File: config.mk
export PLATFORM = sky130hd
export DESIGN_NAME = tmu_front
export DESIGN_NICKNAME = d
export VERILOG_FILES = /design/src/rtl/tmu_pkg.sv /design/src/rtl/tmu_decode.sv /design/src/rtl/tmu_channel.sv /design/src/rtl/tmu_front.sv
export SDC_FILE = /design/constraint.sdc
export NUM_CORES = 1
export LEC_CHECK = 0
export ABC_AREA = 1
export BUFFER_PORTS_ARGS = -buffer_cell sky130_fd_sc_hd__buf_2
export CORE_MARGIN = 2
export CORE_UTILIZATION = 41
export CTS_CLUSTER_DIAMETER = 150
export DETAILED_ROUTE_END_ITERATION = 16
export MAX_ROUTING_LAYER = met4
export PLACE_DENSITY = 0.65
export SETUP_SLACK_MARGIN = 0.3
export SYNTH_ARGS = -nofsm -noshare
export SYNTH_HDL_FRONTEND = slang
export SYNTH_SLANG_ARGS = --single-unit
File: constraint.sdc
create_clock -name clk -period 3 [get_ports clk]
set_input_delay 0.3 -clock clk [delete_from_list [all_inputs] [get_ports clk]]
set_output_delay 0.3 -clock clk [all_outputs]
set_load 0.05 [all_outputs]
File: src/rtl/tmu_pkg.sv
package tmu_pkg;

    localparam int MAX_CH    = 3;
    localparam int ADDR_W    = 8;
    localparam int WIN_WORDS = 3;

    localparam logic [ADDR_W-1:0] OFS_OUTCTL = 8'h00;
    localparam logic [ADDR_W-1:0] OFS_START  = 8'h04;
    localparam logic [ADDR_W-1:0] BASE_CH0   = 8'h08;
    localparam logic [ADDR_W-1:0] BASE_CH1   = 8'h14;
    localparam logic [ADDR_W-1:0] BASE_CH2   = 8'h20;
    localparam logic [ADDR_W-1:0] WIN_BYTES  = ADDR_W'(WIN_WORDS * 4);

    localparam int CTL_IE_BIT   = 5;
    localparam int CTL_FLAG_BIT = 8;

    typedef enum logic [1:0] {
        T_NONE   = 2'd0,
        T_OUTCTL = 2'd1,
        T_START  = 2'd2,
        T_CHAN   = 2'd3
    } tgt_e;

    typedef enum logic [1:0] {
        W_RELOAD = 2'd0,
        W_COUNT  = 2'd1,
        W_CTRL   = 2'd2,
        W_NONE   = 2'd3
    } word_e;

    typedef struct packed {
        tgt_e       tgt;
        logic [1:0] ch;
        word_e      widx;
    } dec_s;

    function automatic word_e word_of(input logic [ADDR_W-1:0] rel);
        return word_e'(2'(rel >> 2));
    endfunction

endpackage

File: src/rtl/tmu_decode.sv
module tmu_decode
    import tmu_pkg::*;
#(
    parameter bit THREE_CH   = 1'b1,
    parameter bit HAS_OUTCTL = 1'b1
) (
    input  logic [ADDR_W-1:0] addr,
    output dec_s              dec
);

    logic [ADDR_W-1:0] rel;

    always_comb begin
        dec = '{tgt: T_NONE, ch: 2'd0, widx: W_NONE};
        rel = '0;
        if (addr >= BASE_CH2) begin
            rel = addr - BASE_CH2;
            if (THREE_CH && (rel < WIN_BYTES)) begin
                dec = '{tgt: T_CHAN, ch: 2'd2, widx: word_of(rel)};
            end
        end else if (addr >= BASE_CH1) begin
            rel = addr - BASE_CH1;
            dec = '{tgt: T_CHAN, ch: 2'd1, widx: word_of(rel)};
        end else if (addr >= BASE_CH0) begin
            rel = addr - BASE_CH0;
            dec = '{tgt: T_CHAN, ch: 2'd0, widx: word_of(rel)};
        end else if (addr == OFS_START) begin
            dec.tgt = T_START;
        end else if (HAS_OUTCTL && (addr == OFS_OUTCTL)) begin
            dec.tgt = T_OUTCTL;
        end
    end

endmodule

File: src/rtl/tmu_channel.sv
module tmu_channel
    import tmu_pkg::*;
#(
    parameter int CNT_W  = 32,
    parameter int DATA_W = 32
) (
    input  logic              clk,
    input  logic              rst,
    input  logic              run,
    input  logic              wr,
    input  word_e             widx,
    input  logic [DATA_W-1:0] wdata,
    output logic [DATA_W-1:0] rdata,
    output logic              irq
);

    logic [CNT_W-1:0] reload_q;
    logic [CNT_W-1:0] cnt_q;
    logic             ie_q;
    logic             flag_q;

    logic wr_reload, wr_cnt, wr_ctl, uflow, clr_req;

    assign wr_reload = wr && (widx == W_RELOAD);
    assign wr_cnt    = wr && (widx == W_COUNT);
    assign wr_ctl    = wr && (widx == W_CTRL);
    assign uflow     = run && (cnt_q == '0);
    assign clr_req   = wr_ctl && !wdata[CTL_FLAG_BIT];

    always_ff @(posedge clk) begin
        if (rst) begin
            reload_q <= '0;
            cnt_q    <= '0;
            ie_q     <= 1'b0;
            flag_q   <= 1'b0;
        end else begin
            if (wr_reload) reload_q <= wdata[CNT_W-1:0];

            if (wr_cnt)     cnt_q <= wdata[CNT_W-1:0];
            else if (uflow) cnt_q <= reload_q;
            else if (run)   cnt_q <= cnt_q - 1'b1;

            if (wr_ctl) ie_q <= wdata[CTL_IE_BIT];

            if (uflow)        flag_q <= 1'b1;
            else if (clr_req) flag_q <= 1'b0;
        end
    end

    always_comb begin
        rdata = '0;
        unique case (widx)
            W_RELOAD: rdata = DATA_W'(reload_q);
            W_COUNT:  rdata = DATA_W'(cnt_q);
            W_CTRL: begin
                rdata[CTL_IE_BIT]   = ie_q;
                rdata[CTL_FLAG_BIT] = flag_q;
            end
            default:  rdata = '0;
        endcase
    end

    assign irq = flag_q && ie_q;

    // an underflow reloads the count and raises the flag
    a_r5_underflow_reload: assert property (@(posedge clk) disable iff (rst)
        (uflow && !wr_cnt) |=> ((cnt_q == $past(reload_q)) && flag_q));

    // a stopped channel without a count write keeps its count
    a_r6_pause_hold: assert property (@(posedge clk) disable iff (rst)
        (!run && !wr_cnt) |=> $stable(cnt_q));

    // a flag-clearing write with no underflow removes the interrupt
    a_r7_clear_drops_irq: assert property (@(posedge clk) disable iff (rst)
        (clr_req && !uflow) |=> !irq);

    // underflow wins over a clear in the same clock
    a_r8_underflow_wins: assert property (@(posedge clk) disable iff (rst)
        (clr_req && uflow) |=> flag_q);

endmodule

File: src/rtl/tmu_front.sv
module tmu_front
    import tmu_pkg::*;
#(
    parameter bit THREE_CH   = 1'b1,
    parameter bit HAS_OUTCTL = 1'b1,
    parameter int CNT_W      = 32,
    parameter int DATA_W     = 32
) (
    input  logic              clk,
    input  logic              rst,
    input  logic              wr_en,
    input  logic              rd_en,
    input  logic [ADDR_W-1:0] addr,
    input  logic [DATA_W-1:0] wdata,
    output logic [DATA_W-1:0] rdata,
    output logic [MAX_CH-1:0] irq
);

    localparam int NUM_CH = THREE_CH ? 3 : 2;

    dec_s              dec;
    logic [NUM_CH-1:0] start_q;
    logic              outctl_q;
    logic [DATA_W-1:0] ch_rd [MAX_CH];
    logic [DATA_W-1:0] rd_next;
    logic [DATA_W-1:0] rdata_q;

    tmu_decode #(
        .THREE_CH   (THREE_CH),
        .HAS_OUTCTL (HAS_OUTCTL)
    ) u_decode (
        .addr (addr),
        .dec  (dec)
    );

    always_ff @(posedge clk) begin
        if (rst) begin
            start_q <= '0;
        end else if (wr_en && (dec.tgt == T_START)) begin
            start_q <= wdata[NUM_CH-1:0];
        end
    end

    generate
        if (HAS_OUTCTL) begin : g_outctl
            always_ff @(posedge clk) begin
                if (rst) begin
                    outctl_q <= 1'b0;
                end else if (wr_en && (dec.tgt == T_OUTCTL)) begin
                    outctl_q <= wdata[0];
                end
            end
        end else begin : g_no_outctl
            assign outctl_q = 1'b0;
        end
    endgenerate

    generate
        for (genvar c = 0; c < MAX_CH; c++) begin : g_ch
            if (c < NUM_CH) begin : g_live
                logic ch_wr;
                assign ch_wr = wr_en && (dec.tgt == T_CHAN) && (dec.ch == 2'(c));
                tmu_channel #(
                    .CNT_W  (CNT_W),
                    .DATA_W (DATA_W)
                ) u_chan (
                    .clk   (clk),
                    .rst   (rst),
                    .run   (start_q[c]),
                    .wr    (ch_wr),
                    .widx  (dec.widx),
                    .wdata (wdata),
                    .rdata (ch_rd[c]),
                    .irq   (irq[c])
                );
            end else begin : g_absent
                assign ch_rd[c] = '0;
                assign irq[c]   = 1'b0;
            end
        end
    endgenerate

    always_comb begin
        rd_next = '0;
        unique case (dec.tgt)
            T_OUTCTL: rd_next[0] = outctl_q;
            T_START:  rd_next    = DATA_W'(start_q);
            T_CHAN: begin
                unique case (dec.ch)
                    2'd0:    rd_next = ch_rd[0];
                    2'd1:    rd_next = ch_rd[1];
                    2'd2:    rd_next = ch_rd[2];
                    default: rd_next = '0;
                endcase
            end
            default:  rd_next = '0;
        endcase
    end

    always_ff @(posedge clk) begin
        if (rst)        rdata_q <= '0;
        else if (rd_en) rdata_q <= rd_next;
        else            rdata_q <= '0;
    end

    assign rdata = rdata_q;

    // no read strobe, no data on the next clock
    a_r11_idle_zero: assert property (@(posedge clk) disable iff (rst)
        !rd_en |=> (rdata == '0));

    // a read of an undecoded address returns zero
    a_r10_undef_zero: assert property (@(posedge clk) disable iff (rst)
        (rd_en && (dec.tgt == T_NONE)) |=> (rdata == '0));

endmodule

==> flow_metrics.tcl <==
set metrics [dict create \
    run_status "completed" \
    finalSetupViolations 0 \
    wl_mm 58.2 \
    synthesis.area_um2 14800 \
    clock_skew_ps 21.1 \
    num_vias 16350 \
    grt_usage_pct 31.1 \
    grt_max_degree 191 \
    final_common_cell "nand2_1" \
    io_pins 79 \
    port_buffers 78 \
    tightest_slew_ps 1100 \
    finalPower_mw 7.66 \
    max-slew-margin-rel_pct 26.5 \
    drtIter0Drc 1849 \
    insertion_delay_ps 580 \
    placed_area_um2 15700 \
    start_kind "flop" \
    die_area_um2 37700 \
    viasPerCell 5.60 \
    cp_max_fo 23 \
    powerDensity_nw_per_um2 459 \
    first_pass_iters 5 \
    post-route-drc-count 0 \
    critical_path_required_ps 3460 \
    grt_pass1_vias 15098 \
    hold_slack_ps 139 \
    fp-row-count 69 \
    maxCapViolCount 0 \
    htree_num_levels 1 \
    cts_hold_buf 0 \
    synthCells 2418 \
    synthDistinctLibCells 37 \
    seq_area_frac_synth_pct 31.6 \
    yosysTopAreaCell "dfxtp_1" \
    endpoint_kind "flop" \
    crit_type "flop to flop" \
    synth_fa_ha_area_share_pct 0.845 \
    n_fill_cell 3811 \
    period_share_pct 84.9 \
    grt_overflow_total 0 \
    cts_resized 0 \
    drive_gt1_share_pct 9.08 \
    hold_viol_final 0 \
    cts_setup_buffers 0 \
    ys_warn_count 0 \
    setup-tns-final_ps 0 \
    synthesis.nets 2472 \
    synthMuxAreaShare_pct 0.0676 \
    grt_pass1_wl_mm 89.5 \
    fp.coreArea_um2 35600 \
    cts_tree "built" \
    antenna_found_initial 1 \
    start_util_pct 41.7 \
    finalWorstSetupSlack_ps 452 \
    avgSynthCellArea_um2 6.13 \
    drv_slew 0 \
    hold_path.class "primary input to flop" \
    pre_cts_slack_ps 74.6 \
    synth_top_family_by_area "simple AND/OR/NAND/NOR gates" \
    ant_nets 0 \
    nets 2491 \
    yosys.area_share.simple_pct 36.5 \
    fin_area_um2 16700 \
    routedWlPerCell_um 19.9 \
    cts.sinks 234 \
    die_h_um 194 \
    dp.cells 2867 \
    ir_drop_mv 0.393 \
    fin_crit_ps 2550 \
    syn_to_final_growth_pct 12.6 \
    layout_common_cells "nand2_1, nand3_1, inv_1, nor2_1, dfxtp_1" \
    synthDominantCellAreaShare_pct 31.6 \
    cts_buffer_depth 3 \
    clkTransAtPathRegs_ps 60 \
    cp.arrival_ps 3010 \
    fp.dieW_um 194 \
    cellLeakagePower_nw 8.10 \
    ys_top_cells_by_area "dfxtp_1, nand3_1, nand2_1" \
    rsz0062_at_grt "true" \
    synth_compound_area_share_pct 15.1 \
    utilization_pct 46.9 \
    numCtsBuffers 29 \
    place_congestion 0.966 \
    clockRootBuffer "clkbuf_16" \
    post-dp-hpwl_mm 42.1 \
    instances_no_fill 2920 \
    fmax_ghz 0.392 \
    synth-xor-area-share_pct 3.67 \
    ys_ff_latch 234 \
]
[cell families (layout without fill, tap and decap cells)]
logic type	count (synthesis)	count (layout)
simple gates	1236	1236
buf+inv	452	491
compound gates	423	423
flops	234	234
xor+xnor	62	62
fa+ha+maj	10	10
mux	1	1
other cells	0	2
[state kept, by name (all words and copies together) (netlist names)]
signal / cells
g_ch.g_live.u_chan.flag_q: 3
g_ch.g_live.u_chan.reload_q: 96
g_ch.g_live.u_chan.ie_q: 3
rdata: 32
start_q: 3
g_ch.g_live.u_chan.cnt_q: 96
outctl_q: 1
[cell usage after synthesis, drive strengths merged]
master	n
o21bai	1
clkbuf	79
o21a	2
nor2	263
mux2i	1
inv	306
dfxtp	234
nand3	440
a22oi	8
xnor2	7
a22o	1
nor4	1
a21oi	135
o22ai	65
nand3b	12
or2	1
o21ai	207
ha	10
nor3	13
buf	65
a31oi	4
nand4	13
nand2	493
clkinv	2
xor2	55
[power breakdown]
group	switching [mW]	total, mW	internal [mW]	leakage (nW)
sequential	0.0113	3.13	3.12	1.88
clock	1.50	3.79	2.29	0.485
combinational	0.521	0.741	0.219	5.73
total	2.03	7.66	5.63	8.10
[worst max-delay path: stages, from the launching register on]
cell and delay [ps]:
dfxtp_1 310, inv_1 120, ha_1 220, nand3_1 200
nor2_4 220, nand3_1 190, nor2_4 130, inv_1 360
o21ai_0 330, nand3b_1 150, nand3_1 80, nand2_1 60
inv_1 50
[layer usage]
metal  share of wire (%)  track usage [%]  vias up  wire, µm
met3                 8.4             3.01       84      4890
met4                 2.4             8.16        0      1390
met2                  44             47.6      717     25900
li1                    -                -     7915         -
met5                   0                -        -         0
met1                  45             43.7     7634     26100
[layout make-up]
type | count | area (µm²) | share of cell area, %
Multi-Input combinational cell | 1732 | 8330 | 49.9
Sequential cell | 234 | 4680 | 28.1
Tap cell | 461 | 577 | 3.46
Clock inverter | 15 | 221 | 1.33
Inverter | 308 | 1160 | 6.98
Antenna cell | 2 | 5.00 | 0.0300
Clock buffer | 36 | 792 | 4.75
Timing Repair Buffer | 132 | 908 | 5.45
[path summary, 6_finish.rpt]
| path | to | from | slack, ps | cells after the start |
|---|---|---|---|---|
| hold / removal | g_ch[2].g_live.u_chan.reload_q[28] | wdata[28] | 140 | 3 |
| setup reg to reg | g_ch[2].g_live.u_chan.cnt_q[22] | g_ch[2].g_live.u_chan.cnt_q[1] | 450 | 12 |
| hold reg to reg | g_ch[1].g_live.u_chan.reload_q[27] | g_ch[1].g_live.u_chan.reload_q[27] | 470 | 2 |
| setup / recovery | g_ch[2].g_live.u_chan.cnt_q[22] | g_ch[2].g_live.u_chan.cnt_q[1] | 450 | 12 |
Note: power is estimated with default switching activity, not from simulation.
